`config.mk`:
```
export PLATFORM = sky130hd
export DESIGN_NAME = owire_byte_engine
export DESIGN_NICKNAME = d
export VERILOG_FILES = /design/src/rtl/owb_pkg.sv /design/src/rtl/owb_slot.sv /design/src/rtl/owb_tx.sv /design/src/rtl/owb_rx.sv /design/src/rtl/owire_byte_engine.sv
export SDC_FILE = /design/constraint.sdc
export NUM_CORES = 1
export LEC_CHECK = 0
export BUFFER_PORTS_ARGS = -buffer_cell sky130_fd_sc_hd__buf_2
export CORE_ASPECT_RATIO = 0.5
export CORE_UTILIZATION = 50
export CTS_CLUSTER_SIZE = 28
export DETAILED_ROUTE_END_ITERATION = 7
export GPL_TIMING_DRIVEN = 1
export PLACE_DENSITY_LB_ADDON = 0.1
export SLEW_MARGIN = 20
export SYNTH_ARGS = -nofsm -noshare
export SYNTH_HDL_FRONTEND = slang
export SYNTH_SLANG_ARGS = --single-unit
```
`constraint.sdc`:
```
create_clock -name clk -period 2.8 [get_ports clk]
set_input_delay 0.28 -clock clk [delete_from_list [all_inputs] [get_ports clk]]
set_output_delay 0.28 -clock clk [all_outputs]
set_load 0.02 [all_outputs]
```
`src/rtl/owb_pkg.sv`:
```
package owb_pkg;
  localparam int STAT_TX_EMPTY  = 2;
  localparam int STAT_TXSR_IDLE = 3;
  localparam int STAT_RX_FULL   = 4;
  localparam int STAT_HOLD_FULL = 5;
  localparam int STAT_W         = 8;
endpackage

```
`src/rtl/owb_slot.sv`:
```
module owb_slot #(
  parameter int LOW0_TICKS  = 56,
  parameter int LOW1_TICKS  = 4,
  parameter int SAMPLE_TICK = 12,
  parameter int SLOT_TICKS  = 64
) (
  input  logic clk,
  input  logic rst_n,
  input  logic tick,
  input  logic start,
  input  logic start_bit,
  input  logic bus_in,
  output logic done_o,
  output logic sample_o,
  output logic drive_low_o
);
  localparam int CW = $clog2(SLOT_TICKS + 1);

  logic          active_q, active_d;
  logic          bit_q, bit_d;
  logic          smp_q, smp_d;
  logic [CW-1:0] cnt_q, cnt_d;
  logic          at_end;

  assign at_end = active_q && tick && (cnt_q == CW'(SLOT_TICKS - 1));

  always_comb begin
    active_d = active_q;
    bit_d    = bit_q;
    cnt_d    = cnt_q;
    smp_d    = smp_q;
    if (active_q && tick && (cnt_q == CW'(SAMPLE_TICK)))
      smp_d = bus_in;
    if (start) begin
      active_d = 1'b1;
      bit_d    = start_bit;
      cnt_d    = '0;
    end else if (at_end) begin
      active_d = 1'b0;
    end else if (active_q && tick) begin
      cnt_d = cnt_q + 1'b1;
    end
  end

  always_ff @(posedge clk or negedge rst_n) begin
    if (!rst_n) begin
      active_q <= 1'b0;
      bit_q    <= 1'b1;
      cnt_q    <= '0;
      smp_q    <= 1'b1;
    end else begin
      active_q <= active_d;
      bit_q    <= bit_d;
      cnt_q    <= cnt_d;
      smp_q    <= smp_d;
    end
  end

  assign done_o      = at_end;
  assign sample_o    = smp_q;
  assign drive_low_o = active_q &&
                       (cnt_q < (bit_q ? CW'(LOW1_TICKS) : CW'(LOW0_TICKS)));


  low_starts_slot_chk: assert property (@(posedge clk) disable iff (!rst_n)
    $rose(drive_low_o) |-> $past(start));


  cnt_range_chk: assert property (@(posedge clk) disable iff (!rst_n)
    active_q |-> (cnt_q < CW'(SLOT_TICKS)));
endmodule

```
`src/rtl/owb_tx.sv`:
```
module owb_tx #(
  parameter int DATA_W = 8
) (
  input  logic              clk,
  input  logic              rst_n,
  input  logic              wr_en,
  input  logic [DATA_W-1:0] wr_data,
  input  logic              slot_done,
  output logic              start_o,
  output logic              start_bit_o,
  output logic              byte_end_o,
  output logic              tx_empty_o,
  output logic              txsr_idle_o
);
  localparam int IW = $clog2(DATA_W);

  logic [DATA_W-1:0] buf_q, buf_d;
  logic              full_q, full_d;
  logic [DATA_W-2:0] sr_q, sr_d;
  logic              busy_q, busy_d;
  logic [IW-1:0]     idx_q, idx_d;
  logic              last, take_buf, take_wr, load;
  logic [DATA_W-1:0] load_val;

  assign last     = slot_done && (idx_q == IW'(DATA_W - 1));
  assign take_buf = full_q && last;
  assign take_wr  = wr_en && (!busy_q || (last && !full_q));
  assign load     = take_buf || take_wr;
  assign load_val = take_buf ? buf_q : wr_data;

  always_comb begin
    buf_d  = buf_q;
    full_d = full_q;
    sr_d   = sr_q;
    busy_d = busy_q;
    idx_d  = idx_q;
    if (wr_en && !take_wr) begin
      buf_d  = wr_data;
      full_d = 1'b1;
    end else if (take_buf) begin
      full_d = 1'b0;
    end
    if (load) begin
      sr_d   = load_val[DATA_W-1:1];
      busy_d = 1'b1;
      idx_d  = '0;
    end else if (slot_done) begin
      sr_d  = sr_q >> 1;
      idx_d = idx_q + 1'b1;
      if (last) busy_d = 1'b0;
    end
  end

  always_ff @(posedge clk or negedge rst_n) begin
    if (!rst_n) begin
      buf_q  <= '0;
      full_q <= 1'b0;
      sr_q   <= '0;
      busy_q <= 1'b0;
      idx_q  <= '0;
    end else begin
      buf_q  <= buf_d;
      full_q <= full_d;
      sr_q   <= sr_d;
      busy_q <= busy_d;
      idx_q  <= idx_d;
    end
  end

  assign start_o     = load || (slot_done && !last);
  assign start_bit_o = load ? load_val[0] : sr_q[0];
  assign byte_end_o  = last;
  assign tx_empty_o  = !full_q;
  assign txsr_idle_o = !busy_q;


  tx_empty_fall_chk: assert property (@(posedge clk) disable iff (!rst_n)
    $fell(tx_empty_o) |-> $past(wr_en));


  txsr_busy_fall_chk: assert property (@(posedge clk) disable iff (!rst_n)
    $fell(txsr_idle_o) |-> $past(wr_en));


  tx_empty_rise_chk: assert property (@(posedge clk) disable iff (!rst_n)
    $rose(tx_empty_o) |-> ($past(slot_done) && !txsr_idle_o));
endmodule

```
`src/rtl/owb_rx.sv`:
```
module owb_rx #(
  parameter int DATA_W = 8
) (
  input  logic              clk,
  input  logic              rst_n,
  input  logic              bit_done,
  input  logic              bit_val,
  input  logic              byte_end,
  input  logic              rd_en,
  output logic [DATA_W-1:0] rd_data_o,
  output logic              rx_full_o,
  output logic              hold_full_o
);
  logic [DATA_W-2:0] asm_q, asm_d;
  logic [DATA_W-1:0] hold_q, hold_d;
  logic              hfull_q, hfull_d;
  logic [DATA_W-1:0] buf_q, buf_d;
  logic              bfull_q, bfull_d;
  logic              move;

  assign move = hfull_q && !bfull_q;

  always_comb begin
    asm_d   = asm_q;
    hold_d  = hold_q;
    hfull_d = hfull_q;
    buf_d   = buf_q;
    bfull_d = bfull_q;
    if (bit_done) asm_d = {bit_val, asm_q[DATA_W-2:1]};
    if (byte_end) begin
      hold_d  = {bit_val, asm_q};
      hfull_d = 1'b1;
    end else if (move) begin
      hfull_d = 1'b0;
    end
    if (move) begin
      buf_d   = hold_q;
      bfull_d = 1'b1;
    end else if (rd_en) begin
      bfull_d = 1'b0;
    end
  end

  always_ff @(posedge clk or negedge rst_n) begin
    if (!rst_n) begin
      asm_q   <= '0;
      hold_q  <= '0;
      hfull_q <= 1'b0;
      buf_q   <= '0;
      bfull_q <= 1'b0;
    end else begin
      asm_q   <= asm_d;
      hold_q  <= hold_d;
      hfull_q <= hfull_d;
      buf_q   <= buf_d;
      bfull_q <= bfull_d;
    end
  end

  assign rd_data_o   = buf_q;
  assign rx_full_o   = bfull_q;
  assign hold_full_o = hfull_q;


  rx_full_clear_chk: assert property (@(posedge clk) disable iff (!rst_n)
    $fell(rx_full_o) |-> $past(rd_en));


  hold_drain_chk: assert property (@(posedge clk) disable iff (!rst_n)
    (hold_full_o && !rx_full_o) |=> rx_full_o);


  hold_kept_chk: assert property (@(posedge clk) disable iff (!rst_n)
    (hold_full_o && rx_full_o && !byte_end) |=> $stable(hold_q));
endmodule

```
`src/rtl/owire_byte_engine.sv`:
```
module owire_byte_engine #(
  parameter int DATA_W      = 8,
  parameter int LOW0_TICKS  = 56,
  parameter int LOW1_TICKS  = 4,
  parameter int SAMPLE_TICK = 12,
  parameter int SLOT_TICKS  = 64
) (
  input  logic                      clk,
  input  logic                      rst_n,
  input  logic                      tick,
  input  logic                      wr_en,
  input  logic [DATA_W-1:0]         wr_data,
  input  logic                      rd_en,
  output logic [DATA_W-1:0]         rd_data,
  output logic [owb_pkg::STAT_W-1:0] status,
  input  logic                      bus_in,
  output logic                      drive_low
);
  import owb_pkg::*;

  logic slot_start, slot_bit, slot_done, slot_sample, byte_end;
  logic tx_empty, txsr_idle, rx_full, hold_full;

  owb_tx #(.DATA_W(DATA_W)) i_tx (
    .clk(clk), .rst_n(rst_n), .wr_en(wr_en), .wr_data(wr_data),
    .slot_done(slot_done), .start_o(slot_start), .start_bit_o(slot_bit),
    .byte_end_o(byte_end), .tx_empty_o(tx_empty), .txsr_idle_o(txsr_idle)
  );

  owb_slot #(
    .LOW0_TICKS(LOW0_TICKS), .LOW1_TICKS(LOW1_TICKS),
    .SAMPLE_TICK(SAMPLE_TICK), .SLOT_TICKS(SLOT_TICKS)
  ) i_slot (
    .clk(clk), .rst_n(rst_n), .tick(tick), .start(slot_start),
    .start_bit(slot_bit), .bus_in(bus_in), .done_o(slot_done),
    .sample_o(slot_sample), .drive_low_o(drive_low)
  );

  owb_rx #(.DATA_W(DATA_W)) i_rx (
    .clk(clk), .rst_n(rst_n), .bit_done(slot_done), .bit_val(slot_sample),
    .byte_end(byte_end), .rd_en(rd_en), .rd_data_o(rd_data),
    .rx_full_o(rx_full), .hold_full_o(hold_full)
  );

  always_comb begin
    status                 = '0;
    status[STAT_TX_EMPTY]  = tx_empty;
    status[STAT_TXSR_IDLE] = txsr_idle;
    status[STAT_RX_FULL]   = rx_full;
    status[STAT_HOLD_FULL] = hold_full;
  end
endmodule

```
# Yosys cells after proc, flatten, opt, wreduce, memory -nomap -nowiden
# Cells that the tools add are included.
# Widths: inputs -> output; s select.
dict set report op_classes {
  mux 21
  n_reduce_logical 28
  add_sub_neg 2
  magnitude_cmp 1
  n_eq_ne 4
}
# op n
set op_table {}
lappend op_table {{$mux 7} 5}
lappend op_table {{$reduce_bool 2->1} 7}
lappend op_table {{$mux 1} 12}
lappend op_table {{$logic_and 1x1->1} 11}
lappend op_table {{$mux 8} 1}
lappend op_table {{$add 7x1->7 const B} 1}
lappend op_table {{$eq 7x4->1 const B} 1}
lappend op_table {{$eq 7x6->1 const B} 1}
lappend op_table {{$lt 7x7->1} 1}
lappend op_table {{$mux 3} 2}
lappend op_table {{$mux 6} 1}
lappend op_table {{$logic_not 1->1} 5}
lappend op_table {{$reduce_and 2->1} 2}
lappend op_table {{$add 3x1->3 const B} 1}
lappend op_table {{$eq 3x3->1 const B} 1}
lappend op_table {{$logic_or 1x1->1} 3}
lappend op_table {{$ne 2x1->1 const B} 1}
dict set report totals {
  in_bits 14
  out_inout_bits 17
  ff_bits 55
  elab_cells 70
}

# Depth between registers and ports, before layout
# Gate-level depths: netlist of run 1.
dict set report depth {
  ltp_word 10
  mapped_depth 8
  ltp_nobuf 6
}

# By module
# A second synthesis of run 1 with hierarchy kept.
dict set report unflattened {
  hier_cells 223
  hier_area_um2 2731.4
}
# module seq_area_each_um2 area_each_um2 instances cells_each
set modules_own_cells {}
lappend modules_own_cells {owb_tx 500.5 1051.0 1 95}
lappend modules_own_cells {owb_rx 625.6 965.9 1 55}
lappend modules_own_cells {owb_slot 252.7 650.6 1 64}
lappend modules_own_cells {owire_byte_engine 0.0 63.8 1 9}

# Worst setup path before layout of run 1
# Ideal clock, no wire load.
dict set report synth_timing {
  path_kind {reg2reg}
  startpoint {reg i_slot.cnt_q[0]}
  endpoint {reg i_tx.buf_q[0]}
  arrival_time_ps 1948
  stages_incl_launch_ff 8
  slack_ps 728
  setup_time_ps 125
  synth_period_minus_slack_ps 2072
  n_path_buf 2
  t_required_ps 2675
  cell_sequence {dfrtp_1 > ha_1 > and4b_1 > buf_6 > and2_1 > buf_6 > a211oi_4 > mux2_2}
}
dict set report synth_via {
  elab_chain_cells 8
}
# item line_no
set synth_rtl {}
lappend synth_rtl {{start: declaration} owb_slot.sv:22} ;# logic [CW-1:0] cnt_q, cnt_d;
lappend synth_rtl {{start signal: assignment} owb_slot.sv:54} ;# cnt_q <= cnt_d;
lappend synth_rtl {{$eq 7x6->1} owb_slot.sv:25} ;# assign at_end = active_q && tick && (cnt_q == CW'(SLOT_TICKS - 1));
lappend synth_rtl {{$logic_and 1x1->1} owb_slot.sv:25}
lappend synth_rtl {{$logic_and 1x1->1} owb_tx.sv:25} ;# assign last = slot_done && (idx_q == IW'(DATA_W - 1));
lappend synth_rtl {{$logic_and 1x1->1} owb_tx.sv:27} ;# assign take_wr = wr_en && (!busy_q || (last && !full_q));
lappend synth_rtl {{$logic_or 1x1->1} owb_tx.sv:27}
lappend synth_rtl {{$logic_and 1x1->1} owb_tx.sv:27}
lappend synth_rtl {{$logic_not 1->1} owb_tx.sv:37} ;# if (wr_en && !take_wr) begin
lappend synth_rtl {{$logic_and 1x1->1} owb_tx.sv:37}
lappend synth_rtl {{end signal: assignment} owb_tx.sv:62} ;# buf_q <= buf_d;
lappend synth_rtl {{end: declaration} owb_tx.sv:17} ;# logic [DATA_W-1:0] buf_q, buf_d;
# Every way passes these cells.
# A chain may end at the register's enable or synchronous reset.

# Worst setup path in the final report of run 1
dict set report layout_timing {
  startpoint {reg i_slot.cnt_q[0]}
  endpoint {reg i_tx.buf_q[2]}
}
# The elaborated chain is that of the path after synthesis.

==> impl_summary.txt, run 1 <==
----------------------------------------------------
[Clock network]
  Count of H-tree levels built during CTS ... 2
  CTS clk-pin slew, worst paths ... 0.10 ns
  Clock Tree Buf Depth ... 2
  Gates resized, CTS repair ... 0
  Cts hold-fix bufs ... 0
  TritonCTS clock tree ... done
  Buffers inserted during post-CTS setup optimization ... 0
  CTS buffer count ... 5
  Sink count of the clock tree ... 55
  Clk Latency, worst-skew pair ... just over 0.3 ns
  Clock Root Buffer ... sky130_fd_sc_hd__clkbuf_8

[Worst setup path]
  Number of buffers and inverters on the critical path ... 0
  Gate family responsible for the most delay along the worst path ... simple AND/OR/NAND/NOR gates
  Crit Reg-Reg Endpoint ... i_tx.buf_q[2]
  Setup slack, reg-to-reg ... approximately 0.42 ns
  Source of the worst register-to-register timing path ... i_slot.cnt_q[0]
  Crit-path cells ... ha_1, and4b_1, and2_1, a211oi_4, mux2_2
  Biggest cell delay along the critical path ... about 0.54 ns
  Critical path class ... flip-flop to flip-flop
  Endpoint kind of the worst setup timing path ... flip-flop
  Data required time at the worst endpoint ... around 3 ns
  Startpoint kind of the worst setup timing path ... flip-flop
  Worst R2R Path Depth ... 5
  Data arrival, critical path ... about 2.6 ns
  Slowest cell on the critical path ... sky130_fd_sc_hd__a211oi_4
  Maximum fanout count along the critical path ... 13

[Detailed routing]
  Final ANT Viol Nets ... 0
  DRC violation count after routing ... 0
  Routed wire length ... about 4800 µm
  DRC violation total after the first TritonRoute iteration ... between 70 and 80
  Average vias per placed instance ... between 5 and 6
  DRT met1 WL ... between 2000 and 2500 µm
  Detailed route wirelength on metal3 ... approximately 240 µm
  Top Layer Used ... met4
  Detailed-route wire length per cell ... approximately 15 µm
  Met2 WL ... ~2300 µm
  Number of detailed-route iterations in the first pass ... 4
  Vias ... roughly 1,800

[Synth]
  Flip-flop and latch count after synthesis ... 55
  Cell type with the largest total area after synthesis ... sky130_fd_sc_hd__dfrtp_1
  Number of distinct library cell variants in the gate-level netlist after synthesis ... 43
  Synth Cell Area ... 2690 µm²
  Main area contributors after synthesis ... sky130_fd_sc_hd__dfrtp_1 49%, sky130_fd_sc_hd__mux2_2 10%, sky130_fd_sc_hd__mux2i_1 7.8%, sky130_fd_sc_hd__nand2_1 4.9%, sky130_fd_sc_hd__ha_1 3.3%
  Number of flops mapped to enable cells by yosys ... 0
  Most used DFF post-synth ... sky130_fd_sc_hd__dfrtp_1
  Mapped Avg Cell Area ... between 10 and 15 µm²
  Ys async rst share ... between 90% and 100%
  Number of standard cells after synthesis ... roughly 240
  Top-area cell type share of the netlist area ... 49.3%
  Count of yosys warnings during synthesis ... 0
  Part of the Yosys area used for sequential elements ... between 50% and 60%

[GRT]
  Vias in the first global route ... roughly 1,700
  Congestion Overflow GR ... 0
  Largest net degree at the start of global routing ... 56
  Global-route wire length before repair ... about 8300 µm
  GR Util All Layers ... between 10% and 20%
  Antenna violations before repair ... 0

[Final layout]
  # nets final ... 280
  Design Area, Final ... between 2000 and 3000 µm²
  Layout cells sized above 1 ... about a quarter
  Inserted Diodes ... 0
  Synth-to-layout area growth ... 8.79%
  Fill count ... 432
  Core occupancy in the finished layout ... about 58%

[Power]
  Peak supply drop ... 0.000276 V
  Leakage dissipation ... approximately 1.6 nW
  Power density over the cells ... around 570 nW/µm²

[Floorplan]
  # rows ... 18
  Height of the die ... between 50 and 60 µm
  Initial Util ... a little over half
  Die area ... between 5000 and 6000 µm²
  Boundary Pins ... 31
  Core box area ... about 5000 µm²
  Die boundary width ... roughly 110 µm

[Timing]
  Final Worst Setup Slack ... ~0.42 ns
  Maximum achievable frequency ... ~0.42 GHz
  Final-report setup violation count ... 0
  Worst Hold Margin ... roughly 0.073 ns
  Total count of max-transition violations in the final report ... 0
  Final TNS setup ... 0 ns
  Unrepaired setup endpoints after global routing ... no
  Slew at the pin closest to its max-slew limit ... slightly above 0.7 ns
  Final hold violations ... 0
  Setup clock skew after layout ... slightly above 0.009 ns
  Fin crit share ... ~85%
  Min Clock Period, post-route ... between 2 and 2.5 ns
  Relative slew slack ... a little over half

[Outcome]
  Run status ... complete, no violations

[Min path]
  Type of the worst min-delay path ... primary input to asynchronous set/reset pin

[Placement]
  Post-detailed-placement cell area ... 2830 µm²
  Final weighted congestion of routability-driven global placement ... between 0.8 and 0.9
  Final HPWL DP ... 3510 µm
  Setup Slack @ Placement ... approximately 0.42 ns
  Port Buffer Count ... 26

[Run]
  Max-cap viol count ... 0

----------------------------------------------------
-- stage by stage --
step	instances	total power, W
finish	330	0.00166
global route	330	0.00176
CTS	330	0.00168
detailed placement	322	0.00121
global placement	322	0.00119
floorplan	240	0.00112
-- final cells by class --
cell class                      count  area [µm²]  area share [%]
Clock buffer                        5        68.8            2.35
Clock inverter                      3        28.8           0.984
Inverter                           10        37.5            1.28
Multi-Input combinational cell    158        1170            40.0
Sequential cell                    55        1380            47.1
Tap cell                           70        87.6            2.99
Timing Repair Buffer               29         153            5.22
-- worst reg2reg max path: stages, from the launching register on --
cell,delay (ns)
sky130_fd_sc_hd__dfrtp_1,0.41
sky130_fd_sc_hd__ha_1,0.25
sky130_fd_sc_hd__and4b_1,0.31
sky130_fd_sc_hd__and2_1,0.37
sky130_fd_sc_hd__a211oi_4,0.54
sky130_fd_sc_hd__mux2_2,0.40
-- how the worst max path moves through the flow --
stage,from,to,slack [ns],depth (start not counted)
6_report,i_slot.cnt_q[0],i_tx.buf_q[2],0.42,5
5_1_grt,i_slot.cnt_q[0],i_tx.buf_q[0],0.19,5
4_1_cts,i_slot.cnt_q[0],i_tx.buf_q[7],0.40,5
3_5_place_dp,i_slot.cnt_q[0],i_tx.buf_q[7],0.42,5
3_3_place_gp,i_slot.cnt_q[0],i_tx.buf_q[6],0.50,5
2_1_floorplan,i_slot.cnt_q[0],i_tx.buf_q[0],0.73,7
-- cell usage after synthesis (all sizes together) (2+ instances only) --
cell    count
clkbuf      4
inv         9
nand2      35
mux2i      21
o211ai      7
a21o        3
dfstp       2
and2        3
a21oi      10
nor2        6
mux2       26
nand3       4
nand4       4
a22oi       2
buf        13
ha          7
dfrtp      53
nor2b       5
nand2b      2
-- per-layer routing --
metal	global-route usage, %	vias to the layer above
met4	4.17	0
li1	-	865
met1	25.4	873
met5	0	-
met2	32.9	44
met3	5.33	6
-- registers in the layout, indices dropped and copies added (netlist names) --
name              cells
i_rx.hold_q           8
i_rx.rd_data_o        8
i_tx.buf_q            8
i_rx.asm_q            7
i_slot.cnt_q          7
i_tx.sr_q             7
i_tx.idx_q            3
i_rx.hold_full_o      1
i_rx.rx_full_o        1
i_slot.active_q       1
i_slot.bit_q          1
i_slot.sample_o       1
i_tx.busy_q           1
i_tx.full_q           1
-- power breakdown --
group / total (W) / switching, W / internal, W
clock: 0.000465 / 0.000279 / 0.000186
combinational: 0.000247 / 0.000132 / 0.000115
sequential: 0.000947 / 0.0000802 / 0.000867
-- cell families after synthesis --
logic type / share of synthesized area, %
flops: 51.3
mux: 18.7
simple gates: 11.4
other cells: 0.139
compound gates: 9.35
xor+xnor: 0.326
buf+inv: 5.58
fa+ha+maj: 3.26
-- cells in the final DEF, fill, tap and decap left out, types with 5 or more instances in the layout --
| master | n |
|---|---|
| sky130_fd_sc_hd__dfrtp_1 | 53 |
| sky130_fd_sc_hd__nand2_1 | 35 |
| sky130_fd_sc_hd__buf_2 | 26 |
| sky130_fd_sc_hd__mux2_2 | 25 |
| sky130_fd_sc_hd__mux2i_1 | 21 |
| sky130_fd_sc_hd__a21oi_1 | 10 |
| sky130_fd_sc_hd__inv_1 | 9 |
| sky130_fd_sc_hd__o211ai_1 | 7 |
| sky130_fd_sc_hd__ha_1 | 7 |
| sky130_fd_sc_hd__nor2_1 | 6 |
| sky130_fd_sc_hd__nor2b_1 | 5 |
| sky130_fd_sc_hd__clkbuf_8 | 5 |
Power figures use the tool's default switching activity.
==> run 2, diff against run 1 <==
- CAP_MARGIN: default -> 10
- CTS_BUF_LIST: default -> sky130_fd_sc_hd__clkbuf_16
==> impl_summary.txt, run 2 (synthesis gave the netlist of run 1 again) <==
----------------------------------------------------
[Clock network]
  Clk Latency, worst-skew pair ... slightly below 0.3 ns
  TritonCTS clock tree ... done
  CTS clk-pin slew, worst paths ... around 0.070 ns
  Clock Tree Buf Depth ... 2
  Sink count of the clock tree ... 55
  Cts hold-fix bufs ... 0
  Count of H-tree levels built during CTS ... 2
  Buffers inserted during post-CTS setup optimization ... 0
  Clock Root Buffer ... sky130_fd_sc_hd__clkbuf_16
  Gates resized, CTS repair ... 0
  CTS buffer count ... 5

[Worst setup path]
  Data arrival, critical path ... between 2 and 3 ns
  Setup slack, reg-to-reg ... a little over 0.4 ns
  Worst R2R Path Depth ... 5
  Startpoint kind of the worst setup timing path ... flip-flop
  Endpoint kind of the worst setup timing path ... flip-flop
  Maximum fanout count along the critical path ... 13
  Critical path class ... flip-flop to flip-flop
  Crit Reg-Reg Endpoint ... i_tx.buf_q[2]
  Data required time at the worst endpoint ... 2.98 ns
  Source of the worst register-to-register timing path ... i_slot.cnt_q[0]

[Power]
  Leakage dissipation ... around 1.6 nW
  Power density over the cells ... 615 nW/µm²
  Peak supply drop ... 0.000336 V

[Detailed routing]
  Final ANT Viol Nets ... 0
  DRC violation count after routing ... 0
  Vias ... roughly 1,800
  Average vias per placed instance ... ~5.4
  Number of detailed-route iterations in the first pass ... 4
  Detailed-route wire length per cell ... ~15 µm
  Routed wire length ... between 4000 and 5000 µm
  DRC violation total after the first TritonRoute iteration ... 57

[Final layout]
  Core occupancy in the finished layout ... about 59%
  Synth-to-layout area growth ... 10.9%
  Inserted Diodes ... 0
  Layout cells sized above 1 ... 25.4%
  # nets final ... 280
  Leading cell type in the layout, fill and taps excluded ... sky130_fd_sc_hd__dfrtp_1
  Top library cells by usage in the layout, fill and taps aside ... 53 x sky130_fd_sc_hd__dfrtp_1, 35 x sky130_fd_sc_hd__nand2_1, 26 x sky130_fd_sc_hd__buf_2

[Floorplan]
  Die area ... 5690 µm²
  Core box area ... between 5000 and 6000 µm²
  Height of the die ... 53.9 µm
  # rows ... 18
  Boundary Pins ... 31
  Initial Util ... between 50% and 60%
  Die boundary width ... around 110 µm

[Placement]
  Final HPWL DP ... ~3500 µm
  Port Buffer Count ... 26
  Setup Slack @ Placement ... 0.420 ns
  Final weighted congestion of routability-driven global placement ... ~0.86

[Timing]
  Total count of max-transition violations in the final report ... 0
  Relative slew slack ... 52.1%
  Final Worst Setup Slack ... 0.411 ns
  Fin crit share ... a little under nine tenths
  Final hold violations ... 0
  Final-report setup violation count ... 0
  Worst Hold Margin ... approximately 0.10 ns
  Setup clock skew after layout ... ~0.0068 ns
  Min Clock Period, post-route ... roughly 2.4 ns
  Unrepaired setup endpoints after global routing ... no
  Maximum achievable frequency ... 0.419 GHz
  Final TNS setup ... 0 ns
  Slew at the pin closest to its max-slew limit ... 0.717 ns

[Outcome]
  Run status ... complete, no violations

[GRT]
  GR Util All Layers ... 19.4%
  Vias in the first global route ... approximately 1,700
  Largest net degree at the start of global routing ... 56
  Antenna violations before repair ... 0
  Global-route wire length before repair ... 8320 µm
  Congestion Overflow GR ... 0

[Run]
  Max-cap viol count ... 0

[Min path]
  Type of the worst min-delay path ... primary input to asynchronous set/reset pin

----------------------------------------------------
[run 2: how the worst max path moves through the flow]
stage               startpoint            end  depth (start not counted)
4_1_cts        i_slot.cnt_q[0]  i_tx.buf_q[7]                          5
3_5_place_dp   i_slot.cnt_q[0]  i_tx.buf_q[7]                          5
5_1_grt        i_slot.cnt_q[0]  i_tx.buf_q[0]                          5
6_report       i_slot.cnt_q[0]  i_tx.buf_q[2]                          5
2_1_floorplan  i_slot.cnt_q[0]  i_tx.buf_q[0]                          7
3_3_place_gp   i_slot.cnt_q[0]  i_tx.buf_q[6]                          5
[run 2: where the power goes]
| part | switching (W) | internal, W | leakage [nW] | total (W) |
|---|---|---|---|---|
| Combinational | 0.000133 | 0.000115 | 0.845 | 0.000247 |
| Clock | 0.000298 | 0.000341 | 0.0759 | 0.000640 |
| Sequential | 0.0000798 | 0.000867 | 0.710 | 0.000946 |
[run 2: final cells by class]
class,instances,area [µm²]
clock buffer,5,125
timing repair buffer,29,153
sequential,55,1380
multi-input combinational,158,1170
clock inverter,3,28.8
tap,70,87.6
inverter,10,37.5
fill,426,2060
[run 2: metrics by stage]
stage	area, µm²	instances	total power, W
2_1_floorplan	2700	240	0.00112
3_3_place_gp	2830	322	0.00119
3_5_place_dp	2830	322	0.00121
4_1_cts	2980	330	0.00185
5_1_grt	2980	330	0.00194
6_report	2980	330	0.00183
[run 2: per-layer routing]
layer | up-vias | track usage, % | part of all wire (%) | routed length, µm
met1 | 877 | 25.5 | 48 | 2360
li1 | 863 | - | - | -
met4 | 0 | 2.78 | 0.43 | 21
met5 | - | 0 | 0 | 0
met2 | 38 | 33.2 | 47 | 2310
met3 | 4 | 5.69 | 4.1 | 202
[run 2: critical path, cell delays in order, from the launching register on]
cell and delay (ns):
sky130_fd_sc_hd__dfrtp_1 0.40, sky130_fd_sc_hd__ha_1 0.25, sky130_fd_sc_hd__and4b_1 0.31, sky130_fd_sc_hd__and2_1 0.38, sky130_fd_sc_hd__a211oi_4 0.55, sky130_fd_sc_hd__mux2_2 0.39
==> run 3, diff against run 2 <==
- ABC_AREA: default -> 1
==> impl_summary.txt, run 3 <==
----------------------------------------------------
[Outcome]
  Run status ... complete, no violations

[Floorplan]
  Core box area ... approximately 5000 µm²
  Die boundary width ... approximately 110 µm
  Boundary Pins ... 31
  # rows ... 18
  Die area ... 5650 µm²
  Initial Util ... a little over half
  Height of the die ... approximately 54 µm

[Power]
  Combinational share of power ... between 10% and 20%
  Fraction of power spent switching nets ... about 28%
  Power density over the cells ... roughly 640 nW/µm²
  Int Power ... 0.00135 W
  Pwr Total ... 0.00188 W
  Sw power ... 0.000535 W
  Peak supply drop ... approximately 0.00033 V
  Portion of total power attributed to the clock network ... 32.1%
  Sequential fraction of design power ... a little over half
  Leakage dissipation ... between 1.5 and 2 nW

[Detailed routing]
  Routed wire length ... around 4800 µm
  Vias ... ~2,000
  Final ANT Viol Nets ... 0
  DRC violation total after the first TritonRoute iteration ... 99
  Average vias per placed instance ... just under 5
  DRC violation count after routing ... 0
  Number of detailed-route iterations in the first pass ... 5
  Detailed-route wire length per cell ... about 12 µm

[Synth]
  Number of standard cells after synthesis ... ~300
  Top-area cell type share of the netlist area ... roughly half
  Post-synthesis xor/xnor area fraction ... under 10%
  Number of flops mapped to enable cells by yosys ... 0
  Fraction of the mapped netlist area in simple logic gates ... between 20% and 30%
  Portion of netlist area occupied by mux cells ... ~1.7%
  Count of yosys warnings during synthesis ... 0
  Main area contributors after synthesis ... sky130_fd_sc_hd__dfrtp_1 50%, sky130_fd_sc_hd__nand2_1 12%, sky130_fd_sc_hd__o21ai_0 6.2%, sky130_fd_sc_hd__nand3_1 6.0%, sky130_fd_sc_hd__inv_1 4.5%
  Post-synthesis share of cell area spent on full adders, half adders and majority gates ... roughly 3.3%
  Ys async rst share ... 100%
  Synth Cell Area ... 2670 µm²
  Synthesized-area fraction occupied by ao, oa, aoi and oai cells ... ~7.6%
  Flip-flop and latch count after synthesis ... 55
  Part of the Yosys area used for sequential elements ... 51.7%
  Cell type with the largest total area after synthesis ... sky130_fd_sc_hd__dfrtp_1
  Dominant cell by count in the synthesized netlist ... sky130_fd_sc_hd__nand2_1
  Most used DFF post-synth ... sky130_fd_sc_hd__dfrtp_1
  Mapped Avg Cell Area ... between 8 and 9 µm²
  Main combinational cell family by area after synthesis ... simple AND/OR/NAND/NOR gates
  Number of distinct library cell variants in the gate-level netlist after synthesis ... 25
  Most used standard cells in the synthesized netlist ... 84 x sky130_fd_sc_hd__nand2_1, 53 x sky130_fd_sc_hd__dfrtp_1, 33 x sky130_fd_sc_hd__o21ai_0

[Placement]
  Final weighted congestion of routability-driven global placement ... around 0.73
  DP Cell Count ... 387
  Port Buffer Count ... 26
  Setup Slack @ Placement ... around 0.55 ns
  Final HPWL DP ... 3340 µm

[GRT]
  Global-route wire length before repair ... slightly above 8000 µm
  Congestion Overflow GR ... 0
  Antenna violations before repair ... 0
  Largest net degree at the start of global routing ... 56
  GR Util All Layers ... between 10% and 20%
  Vias in the first global route ... between 1,500 and 2,000

[Timing]
  Unrepaired setup endpoints after global routing ... no
  Final Worst Setup Slack ... roughly 0.53 ns
  Final hold violations ... 0
  Min Clock Period, post-route ... around 2.3 ns
  Final TNS setup ... 0 ns
  Slew at the pin closest to its max-slew limit ... a little under 0.7 ns
  Setup clock skew after layout ... about 0.007 ns
  Fin crit share ... 81.2%
  Final-report setup violation count ... 0
  Maximum achievable frequency ... 0.440 GHz
  Total count of max-transition violations in the final report ... 0
  Relative slew slack ... approximately 54%

[Worst setup path]
  Biggest cell delay along the critical path ... 0.40 ns
  Maximum fanout count along the critical path ... 29
  Crit path launch ... i_slot.cnt_q[1]
  Data required time at the worst endpoint ... ~3.0 ns
  Number of buffers and inverters on the critical path ... 1
  Crit-path cells ... ha_1, nand3_2, nor2_4, nand3_2, nand2_2, nand2_2, inv_1, nand2_1, nand3_1
  Slowest cell on the critical path ... sky130_fd_sc_hd__dfrtp_1
  Gate family responsible for the most delay along the worst path ... simple AND/OR/NAND/NOR gates
  Crit Reg-Reg Endpoint ... i_tx.sr_q[1]
  Worst R2R Path Depth ... 9
  Source of the worst register-to-register timing path ... i_slot.cnt_q[1]
  Data arrival, critical path ... ~2.5 ns
  Critical path class ... flip-flop to flip-flop
  Startpoint kind of the worst setup timing path ... flip-flop
  Endpoint kind of the worst setup timing path ... flip-flop
  Setup slack, reg-to-reg ... between 0.5 and 0.6 ns

[Final layout]
  Fill count ... ~460
  Top library cells by usage in the layout, fill and taps aside ... 84 x sky130_fd_sc_hd__nand2_1, 53 x sky130_fd_sc_hd__dfrtp_1, 33 x sky130_fd_sc_hd__o21ai_0
  Fin cells ... 395
  Synth-to-layout area growth ... 9.61%
  # nets final ... between 300 and 400
  Inserted Diodes ... 0
  Layout cells sized above 1 ... roughly 17%
  Leading cell type in the layout, fill and taps excluded ... sky130_fd_sc_hd__nand2_1

[Clock network]
  Clk Latency, worst-skew pair ... 0.29 ns
  Cts hold-fix bufs ... 0
  Count of H-tree levels built during CTS ... 2
  Clock Root Buffer ... sky130_fd_sc_hd__clkbuf_16
  CTS clk-pin slew, worst paths ... approximately 0.070 ns
  Buffers inserted during post-CTS setup optimization ... 0
  Gates resized, CTS repair ... 0
  CTS buffer count ... 5
  TritonCTS clock tree ... done
  Clock Tree Buf Depth ... 2
  Sink count of the clock tree ... 55

[Run]
  Max-cap viol count ... 0

[Min path]
  Type of the worst min-delay path ... primary input to asynchronous set/reset pin

----------------------------------------------------
run 3: cell count changes after synthesis, sizes merged, moves of 5 or more:
cell    change
o21ai      +33
inv        +23
mux2i      -21
a21oi       -5
o211ai      -7
nor2b       -5
nand2      +53
nand3      +33
mux2       -22
xor2        +5
nor2        +6
run 3: kinds of logic after synthesis:
kind of cell / count (synthesis)
xor+xnor: 5
compound gates: 40
other cells: 1
buf+inv: 51
fa+ha+maj: 7
mux: 4
simple gates: 141
flops: 55
run 3: how the worst max path moves through the flow:
stage / cells past startpoint / to
floorplan: 8 / i_slot.cnt_q[5]
global placement: 9 / i_tx.sr_q[0]
detailed placement: 9 / i_tx.sr_q[1]
CTS: 9 / i_tx.sr_q[1]
global route: 9 / i_tx.sr_q[4]
finish: 9 / i_tx.sr_q[1]
run 3: layout make-up:
class | instances | area, µm² | share of cell area [%]
flip-flops and latches | 55 | 1380 | 47.1
multi-input cells | 201 | 1040 | 35.6
repair buffers | 29 | 153 | 5.22
clock buffers | 5 | 125 | 4.28
inverters | 32 | 120 | 4.11
well taps | 70 | 87.6 | 2.99
clock inverters | 3 | 20.0 | 0.684
run 3: per-layer routing:
layer | vias up | track usage (%) | routed length (µm)
li1 | 998 | - | -
met1 | 899 | 25.3 | 2330
met2 | 55 | 32.7 | 2110
met3 | 8 | 4.72 | 275
met4 | 0 | 6.81 | 60
met5 | - | 0 | 0
run 3: power by group through the flow:
stage | registers (W) | logic (W) | clock network, W
2_1_floorplan | 0.000993 | 0.000212 | 0
6_report | 0.000986 | 0.000291 | 0.000605
4_1_cts | 0.000984 | 0.000296 | 0.000624
5_1_grt | 0.000998 | 0.000342 | 0.000646
3_5_place_dp | 0.000999 | 0.000293 | 0
3_3_place_gp | 0.000995 | 0.000279 | 0
run 3: per-stage QoR:
stage	area, µm²	utilization (%)	hold slack, ns
after detailed placement	2780	55.4	0.451
after global routing	2930	58.2	0.176
after CTS	2930	58.2	0.139
final	2930	58.2	0.105
after global placement	2780	55.4	0.444
after floorplan	2680	-	-0.0156
